[src/rtl/pfu_pkg.sv]
package pfu_pkg;
  localparam int NUM_AXES = 3;
  localparam int NUM_FEAT = 9;
  // slot positions inside one feature row (consumer decodes them)
  localparam int F_X  = 0;
  localparam int F_Y  = 1;
  localparam int F_Z  = 2;
  localparam int F_R  = 3;
  localparam int F_DX = 4;
  localparam int F_DY = 5;
  localparam int F_DZ = 6;
  localparam int F_CX = 7;
  localparam int F_CY = 8;

  typedef enum logic [2:0] {
    ST_IDLE,
    ST_ACC,
    ST_ACC_WAIT,
    ST_DIV,
    ST_OFS,
    ST_OFS_LAST
  } pfu_state_e;
endpackage

[src/rtl/pfu_accum.sv]
module pfu_accum import pfu_pkg::*; #(
  parameter int COORD_W = 16,
  parameter int SUM_W   = 20
) (
  input  logic                          clk,
  input  logic                          rst_n,
  input  logic                          clr,
  input  logic                          en,
  input  logic [NUM_AXES*COORD_W-1:0]   xyz,
  output logic [NUM_AXES*SUM_W-1:0]     sums
);
  for (genvar a = 0; a < NUM_AXES; a++) begin : g_ax
    logic signed [COORD_W-1:0] v;
    logic signed [SUM_W-1:0]   acc;
    assign v = xyz[a*COORD_W +: COORD_W];
    always_ff @(posedge clk or negedge rst_n) begin
      if (!rst_n)    acc <= '0;
      else if (clr)  acc <= '0;
      else if (en)   acc <= acc + SUM_W'(v);
    end
    assign sums[a*SUM_W +: SUM_W] = acc;
  end
endmodule

[src/rtl/pfu_mean_div.sv]
module pfu_mean_div import pfu_pkg::*; #(
  parameter int COORD_W = 16,
  parameter int MAX_PTS = 16,
  parameter int CNT_W   = 5,
  parameter int IDX_W   = 4,
  parameter int SUM_W   = 20
) (
  input  logic                        clk,
  input  logic                        rst_n,
  input  logic                        start,
  input  logic [CNT_W-1:0]            count,
  input  logic [NUM_AXES*SUM_W-1:0]   sums,
  output logic [NUM_AXES*COORD_W-1:0] means,
  output logic                        done
);
  localparam int T_W = SUM_W + 1;
  localparam int F   = SUM_W + CNT_W + 3;
  localparam int P_W = T_W + F;

  // ceil(2^F / (2n)) for n = 1..MAX_PTS
  logic [F-1:0] recip [MAX_PTS];
  for (genvar i = 0; i < MAX_PTS; i++) begin : g_rc
    assign recip[i] = F'(((64'd1 << F) + 64'(2*(i+1)) - 64'd1) / 64'(2*(i+1)));
  end

  logic                     busy;
  logic [1:0]               ax;
  logic signed [SUM_W-1:0]  s_sel;
  logic [SUM_W-1:0]         mag;
  logic [T_W-1:0]           t;
  logic [P_W-1:0]           prod;
  logic [COORD_W:0]         q;
  logic [COORD_W-1:0]       m;
  logic [IDX_W-1:0]         ridx;

  always_comb begin
    ridx  = IDX_W'(count - 1'b1);
    s_sel = sums[ax*SUM_W +: SUM_W];
    mag   = s_sel[SUM_W-1] ? SUM_W'(-s_sel) : SUM_W'(s_sel);
    t     = {mag, 1'b0} + T_W'(count);           // 2|s| + n, divided by 2n
    prod  = P_W'(t) * P_W'(recip[ridx]);
    q     = (COORD_W+1)'(prod >> F);
    m     = s_sel[SUM_W-1] ? COORD_W'(-q) : COORD_W'(q);
  end

  assign done = busy && (ax == 2'd2);

  always_ff @(posedge clk or negedge rst_n) begin
    if (!rst_n) begin
      busy  <= 1'b0;
      ax    <= '0;
      means <= '0;
    end else if (start) begin
      busy <= 1'b1;
      ax   <= '0;
    end else if (busy) begin
      means[ax*COORD_W +: COORD_W] <= m;
      if (ax == 2'd2) busy <= 1'b0;
      ax <= ax + 1'b1;
    end
  end

  AST_DIV_IDLE_START: assert property (@(posedge clk) disable iff (!rst_n)
    start |-> !busy);
endmodule

[src/rtl/pfu_feat.sv]
module pfu_feat import pfu_pkg::*; #(
  parameter int COORD_W = 16,
  parameter int CTR_W   = 12
) (
  input  logic                        live,
  input  logic [4*COORD_W-1:0]        point,
  input  logic [NUM_AXES*COORD_W-1:0] means,
  input  logic [CTR_W-1:0]            cx,
  input  logic [CTR_W-1:0]            cy,
  output logic [NUM_FEAT*COORD_W-1:0] feat
);
  localparam int D_W = COORD_W + 2;
  localparam logic signed [D_W-1:0] D_HI = {3'b000, {(COORD_W-1){1'b1}}};
  localparam logic signed [D_W-1:0] D_LO = {3'b111, {(COORD_W-1){1'b0}}};

  function automatic logic signed [D_W-1:0] sx(input logic [COORD_W-1:0] v);
    return D_W'($signed(v));
  endfunction

  function automatic logic signed [D_W-1:0] zx(input logic [CTR_W-1:0] v);
    return $signed(D_W'(v));
  endfunction

  function automatic logic [COORD_W-1:0] sat(input logic signed [D_W-1:0] d);
    if (d > D_HI)      return D_HI[COORD_W-1:0];
    else if (d < D_LO) return D_LO[COORD_W-1:0];
    else               return d[COORD_W-1:0];
  endfunction

  logic [COORD_W-1:0] px, py, pz, pr, mx, my, mz;

  always_comb begin
    px = point[0*COORD_W +: COORD_W];
    py = point[1*COORD_W +: COORD_W];
    pz = point[2*COORD_W +: COORD_W];
    pr = point[3*COORD_W +: COORD_W];
    mx = means[0*COORD_W +: COORD_W];
    my = means[1*COORD_W +: COORD_W];
    mz = means[2*COORD_W +: COORD_W];
    feat = '0;
    if (live) begin
      feat[F_X*COORD_W  +: COORD_W] = px;
      feat[F_Y*COORD_W  +: COORD_W] = py;
      feat[F_Z*COORD_W  +: COORD_W] = pz;
      feat[F_R*COORD_W  +: COORD_W] = pr;
      feat[F_DX*COORD_W +: COORD_W] = sat(sx(px) - sx(mx));
      feat[F_DY*COORD_W +: COORD_W] = sat(sx(py) - sx(my));
      feat[F_DZ*COORD_W +: COORD_W] = sat(sx(pz) - sx(mz));
      feat[F_CX*COORD_W +: COORD_W] = sat(sx(px) - zx(cx));
      feat[F_CY*COORD_W +: COORD_W] = sat(sx(py) - zx(cy));
    end
  end
endmodule

[src/rtl/pfu_pingpong.sv]
module pfu_pingpong (
  input  logic clk,
  input  logic rst_n,
  input  logic prod_done,
  input  logic cons_release,
  output logic prod_bank,
  output logic prod_free,
  output logic cons_bank,
  output logic cons_valid
);
  logic [1:0] full;

  assign prod_free  = !full[prod_bank];
  assign cons_valid = full[cons_bank];

  always_ff @(posedge clk or negedge rst_n) begin
    if (!rst_n) begin
      full      <= '0;
      prod_bank <= 1'b0;
      cons_bank <= 1'b0;
    end else begin
      if (prod_done) begin
        full[prod_bank] <= 1'b1;
        prod_bank       <= ~prod_bank;
      end
      if (cons_release && full[cons_bank]) begin
        full[cons_bank] <= 1'b0;
        cons_bank       <= ~cons_bank;
      end
    end
  end

  AST_DONE_INTO_FREE: assert property (@(posedge clk) disable iff (!rst_n)
    prod_done |-> !full[prod_bank]);
  AST_IDLE_RELEASE: assert property (@(posedge clk) disable iff (!rst_n)
    (cons_release && !cons_valid) |=> $stable(cons_bank));
endmodule

[src/rtl/pillar_feat_unit.sv]
module pillar_feat_unit import pfu_pkg::*; #(
  parameter int COORD_W    = 16,
  parameter int MAX_PTS    = 16,
  parameter int GRID_W     = 7,
  parameter int CELL_SHIFT = 5
) (
  input  logic                          clk,
  input  logic                          rst_n,
  input  logic                          cmd_valid,
  output logic                          cmd_ready,
  input  logic [$clog2(MAX_PTS+1)-1:0]  cmd_count,
  input  logic [GRID_W-1:0]             cmd_gx,
  input  logic [GRID_W-1:0]             cmd_gy,
  output logic                          rd_en,
  output logic [$clog2(MAX_PTS)-1:0]    rd_addr,
  input  logic [4*COORD_W-1:0]          rd_data,
  output logic                          fb_we,
  output logic                          fb_bank,
  output logic [$clog2(MAX_PTS)-1:0]    fb_row,
  output logic [9*COORD_W-1:0]          fb_data,
  output logic                          cons_valid,
  output logic                          cons_bank,
  input  logic                          cons_release
);
  localparam int CNT_W = $clog2(MAX_PTS+1);
  localparam int IDX_W = $clog2(MAX_PTS);
  localparam int SUM_W = COORD_W + IDX_W;
  localparam int CTR_W = GRID_W + CELL_SHIFT;
  localparam logic [IDX_W-1:0] LAST_ROW = IDX_W'(MAX_PTS-1);

  pfu_state_e          state;
  logic [IDX_W-1:0]    idx;
  logic [CNT_W-1:0]    count_q;
  logic [GRID_W-1:0]   gx_q, gy_q;
  logic                acc_q, ofs_q, live_q;
  logic [IDX_W-1:0]    row_q;
  logic                prod_bank, prod_free, prod_done, accept, div_done;
  logic [NUM_AXES*SUM_W-1:0]   sums;
  logic [NUM_AXES*COORD_W-1:0] means;
  logic [CTR_W-1:0]    cx, cy;
  logic                idx_live;

  assign idx_live  = CNT_W'(idx) < count_q;
  assign cmd_ready = (state == ST_IDLE) && prod_free;
  assign accept    = cmd_valid && cmd_ready;
  assign rd_en     = (state == ST_ACC) || ((state == ST_OFS) && idx_live);
  assign rd_addr   = idx;
  assign prod_done = (state == ST_OFS_LAST);
  assign fb_we     = ofs_q;
  assign fb_row    = row_q;
  assign fb_bank   = prod_bank;
  assign cx = (CTR_W'(gx_q) << CELL_SHIFT) | CTR_W'(1 << (CELL_SHIFT-1));
  assign cy = (CTR_W'(gy_q) << CELL_SHIFT) | CTR_W'(1 << (CELL_SHIFT-1));

  always_ff @(posedge clk or negedge rst_n) begin
    if (!rst_n) begin
      state   <= ST_IDLE;
      idx     <= '0;
      count_q <= '0;
      gx_q    <= '0;
      gy_q    <= '0;
      acc_q   <= 1'b0;
      ofs_q   <= 1'b0;
      live_q  <= 1'b0;
      row_q   <= '0;
    end else begin
      acc_q  <= (state == ST_ACC);
      ofs_q  <= (state == ST_OFS);
      live_q <= (state == ST_OFS) && idx_live;
      row_q  <= idx;
      unique case (state)
        ST_IDLE: if (accept) begin
          count_q <= cmd_count;
          gx_q    <= cmd_gx;
          gy_q    <= cmd_gy;
          idx     <= '0;
          state   <= ST_ACC;
        end
        ST_ACC: begin
          if (CNT_W'(idx) == count_q - 1'b1) state <= ST_ACC_WAIT;
          else                               idx   <= idx + 1'b1;
        end
        ST_ACC_WAIT: begin
          idx   <= '0;
          state <= ST_DIV;
        end
        ST_DIV: if (div_done) state <= ST_OFS;
        ST_OFS: begin
          if (idx == LAST_ROW) state <= ST_OFS_LAST;
          else                 idx   <= idx + 1'b1;
        end
        ST_OFS_LAST: begin
          idx   <= '0;
          state <= ST_IDLE;
        end
        default: state <= ST_IDLE;
      endcase
    end
  end

  pfu_accum #(.COORD_W(COORD_W), .SUM_W(SUM_W)) u_accum (
    .clk(clk), .rst_n(rst_n), .clr(accept), .en(acc_q),
    .xyz(rd_data[NUM_AXES*COORD_W-1:0]), .sums(sums)
  );

  pfu_mean_div #(.COORD_W(COORD_W), .MAX_PTS(MAX_PTS), .CNT_W(CNT_W),
                 .IDX_W(IDX_W), .SUM_W(SUM_W)) u_div (
    .clk(clk), .rst_n(rst_n), .start(state == ST_ACC_WAIT), .count(count_q),
    .sums(sums), .means(means), .done(div_done)
  );

  pfu_feat #(.COORD_W(COORD_W), .CTR_W(CTR_W)) u_feat (
    .live(live_q), .point(rd_data), .means(means), .cx(cx), .cy(cy),
    .feat(fb_data)
  );

  pfu_pingpong u_pp (
    .clk(clk), .rst_n(rst_n), .prod_done(prod_done), .cons_release(cons_release),
    .prod_bank(prod_bank), .prod_free(prod_free),
    .cons_bank(cons_bank), .cons_valid(cons_valid)
  );

  AST_CMD_HOLD: assert property (@(posedge clk) disable iff (!rst_n)
    (cmd_valid && !cmd_ready) |=> cmd_valid);
  AST_CMD_COUNT: assert property (@(posedge clk) disable iff (!rst_n)
    cmd_valid |-> (cmd_count != '0 && cmd_count <= CNT_W'(MAX_PTS)));
  AST_RD_IN_RANGE: assert property (@(posedge clk) disable iff (!rst_n)
    rd_en |-> (CNT_W'(rd_addr) < count_q));
  AST_ROW_STEP: assert property (@(posedge clk) disable iff (!rst_n)
    (fb_we && $past(fb_we)) |-> (fb_row == IDX_W'($past(fb_row) + 1'b1)));
  AST_WR_FREE_BANK: assert property (@(posedge clk) disable iff (!rst_n)
    (fb_we && cons_valid) |-> (fb_bank != cons_bank));
endmodule

[config.mk]
export PLATFORM = sky130hd
export DESIGN_NAME = pillar_feat_unit
export DESIGN_NICKNAME = d
export VERILOG_FILES = /design/src/rtl/pfu_pkg.sv /design/src/rtl/pfu_accum.sv /design/src/rtl/pfu_mean_div.sv /design/src/rtl/pfu_feat.sv /design/src/rtl/pfu_pingpong.sv /design/src/rtl/pillar_feat_unit.sv
export SDC_FILE = /design/constraint.sdc
export NUM_CORES = 2
export LEC_CHECK = 0
export BUFFER_PORTS_ARGS = -buffer_cell sky130_fd_sc_hd__buf_2
export CAP_MARGIN = 0
export CORE_MARGIN = 1
export CORE_UTILIZATION = 45
export CTS_CLUSTER_DIAMETER = 30
export CTS_CLUSTER_SIZE = 24
export DETAILED_ROUTE_END_ITERATION = 8
export GPL_ROUTABILITY_DRIVEN = 0
export PLACE_DENSITY = 0.7
export SYNTH_ARGS = -nofsm -noshare
export SYNTH_HDL_FRONTEND = slang
export SYNTH_SLANG_ARGS = --single-unit
[constraint.sdc]
create_clock -name clk -period 17.8 [get_ports clk]
set_input_delay 1.78 -clock clk [delete_from_list [all_inputs] [get_ports clk]]
set_output_delay 1.78 -clock clk [all_outputs]
set_load 0.02 [all_outputs]
==> impl_results.md <==
* Critical path data required time at 18.09 ns
* Cell count after synthesis at 3755
* Largest net degree at the start of global routing at 92
* Critical-path top delay cell: dfrtp_1
* Global-route wire length before repair at 159 mm
* Final ANT Viol Nets at 0
* Area of the mapped netlist at 31600 sq um
* CTS Buffer Depth at 2
* Worst Setup Start Kind: register
* Unrepaired setup endpoints after global routing: false
* WL final at 103 mm
* Vias/cell at 5.62
* Initial antenna violation count at 3
* Worst hold path depth at 2
* Vias in the first global route at 27000
* Max_slew headroom at 12.5%
* Starting Density at 45.8%
* Final std cells w/o fill at 4871
* Die height at 267 microns
* Number of I/O port buffers at 244
* Worst path most repeated cell: fa_1
* Post-synth EDFFs at 0
* Worst hold endpoint: u_div.means[37]
* Area grow syn2layout at 9.30%
* Reg clk slew, reported paths at 0.07 ns
* Met2 usage at 45.5%
* Reg-to-reg endpoint: u_div.means[12]
* Worst-path fanout max at 31
* Fin util at 50.0%
* Cts repair resizes at 0
* CTS Hold Bufs at 0
* Total Neg Setup Slack at 0 ns
* FMAX at 71.1 MHz
* Die Area at 71200 sq um
* Final Net Count at 4774
* Fin crit share at 79.0%
* DRC errors left at 0
* Max cap viols at 0
* Worst skew pair latency at 0.45 ns
* Max-slew violations at 0
* Fin Clk Skew at 0.0124 ns
* Worst-margin pin slew at 1.30 ns
* Crit Path Category: register to register
* GRT busiest layer: met2
* Post-CTS setup buffer count at 0
* HP Class: register to register
* Layout cells sized above 1 at 10.2%
* Ys async rst share at 100%
* Synth Flop Type: dfrtp_1
* Die X-Extent at 267 microns
* Period minus WS final at 14.06 ns
* GRT Overall Usage at 29.5%
* Drt first-iter violations at 2832
* Register area share after synthesis at 11.7%
* Top Ports at 245
* Worst hold path startpoint: u_div.means[37]
* YS warnings at 0
* CP startpoint: u_div.ax[1]
* Post-detail-place hpwl at 81.8 mm
* Crit end category: register
* Drt pass-1 iters at 5
* Clock root buffer: clkbuf_16
* Syn Area/Cell at 8.40 sq um
* Core area at 68900 sq um
* Post-placement cell count at 4840
* Total number of vias at 27400
* Status: finished, final reports clean
* Reg2reg setup slack at 3.74 ns
* Critical Path AT at 14.35 ns
* Total CTS buffers at 17
* TritonCTS clock tree: built
* CTS HTree Levels at 4
* GR Util met1 at 38.6%
* CP max stage delay at 0.96 ns
* Tightest hold margin at 0.489 ns
* FF+latch count, synth at 148
* Final setup viols at 0
* Site row count at 96
* Antenna Cells at 0
* Reg2Reg Depth at 42
* RR Startpoint: u_div.ax[1]
* Mapped Nets at 4601
* Synth cell types at 94
* Clk sinks at 148
* Routed len/inst at 21.1 microns
* Grt total ovfl at 0
* Global routing usage on met3 at 7.00%
* Final Hold Viols at 0
[stage by stage]
step / setup slack, ns / cell area (sq um)
detailed placement: 4.23 / 33900
global placement: 4.50 / 33900
floorplan: 6.11 / 31600
finish: 3.74 / 34500
CTS: 4.14 / 34500
global route: 2.85 / 34500
[flip-flops by register name, summed over array words and instances, names as in the netlist]
| name | cells |
|---|---|
| u_pp.prod_bank | 1 |
| u_pp.cons_bank | 1 |
| gx_q | 7 |
| u_div.busy | 1 |
| gy_q | 7 |
| u_div.means | 48 |
| live_q | 1 |
| fb_we | 1 |
| rd_addr | 4 |
| u_accum.g_ax.acc | 60 |
| u_div.ax | 2 |
| count_q | 5 |
| acc_q | 1 |
| state | 3 |
| u_pp.full | 2 |
| fb_row | 4 |
[worst max-delay path by stage]
stage	end	slack (ns)
after floorplan	u_div.means[47]	6.11
after global routing	u_div.means[12]	2.85
after detailed placement	u_div.means[47]	4.23
final	u_div.means[12]	3.74
after global placement	u_div.means[47]	4.50
after CTS	u_div.means[12]	4.14
[final cells by class]
cell class	instances	area, sq um
Multi-Input combinational cell	2780	24900
Timing Repair Buffer	294	1600
Fill cell	6641	34500
Clock inverter	14	145
Sequential cell	148	3710
Inverter	687	2580
Tap cell	931	1160
Clock buffer	17	425
[kinds of logic after synthesis]
family                   count (synthesis)  share of synthesized area, %
XOR/XNOR                               166                          4.63
flip-flops                             148                          11.7
adder cells (fa/ha/maj)                759                          41.8
buffers and inverters                  827                          9.96
AND/OR/NAND/NOR                       1174                          16.8
multiplexers                            58                          1.85
AO/OA/AOI/OAI                          623                          13.2
[Yosys cell counts (83+ instances only)]
library cell	count	share of area, %
a21o_1	89	2.1
a21oi_1	127	2.0
and2_1	83	1.6
clkbuf_1	121	1.4
dfrtp_1	148	12
fa_1	491	31
ha_1	268	11
inv_1	687	8.2
nand2_1	422	5.0
nor2_1	386	4.6
o21ai_0	156	2.5
xnor2_1	112	3.1
[layout by cell type, fill, tap and decap left out, types with 19 or more instances in the layout]
cell type	count
inv_1	687
fa_1	491
nand2_1	421
nor2_1	386
ha_1	268
buf_2	243
o21ai_0	156
dfrtp_1	146
a21oi_1	127
xnor2_1	106
a21o_1	89
and2_1	82
nand3_1	57
mux2i_1	55
nor3_1	52
xor2_1	51
buf_4	50
nand2b_1	45
nor2b_1	24
and3_1	23
a31oi_1	22
o21bai_1	20
a31o_2	19
a21boi_0	19
[worst max-delay path, delay by kind of cell, from the launching register on]
| kind | cells | cell delay, ns |
|---|---|---|
| adder cells (fa/ha/maj) | 10 | 4.51 |
| buffers and inverters | 4 | 0.24 |
| XOR/XNOR | 3 | 1.34 |
| flip-flops | 1 | 0.96 |
| AO/OA/AOI/OAI | 10 | 2.10 |
| AND/OR/NAND/NOR | 15 | 4.72 |
[metal layers]
layer  share of wire, %  vias to the layer above
met5              0.015                        -
met4                6.0                        2
met3                 11                      325
met2                 44                     1413
met1                 39                    13300
li1                   -                    12300
Power is not shown: default switching activity piles up to over one toggle a cycle in this logic, so the estimate is an artifact.
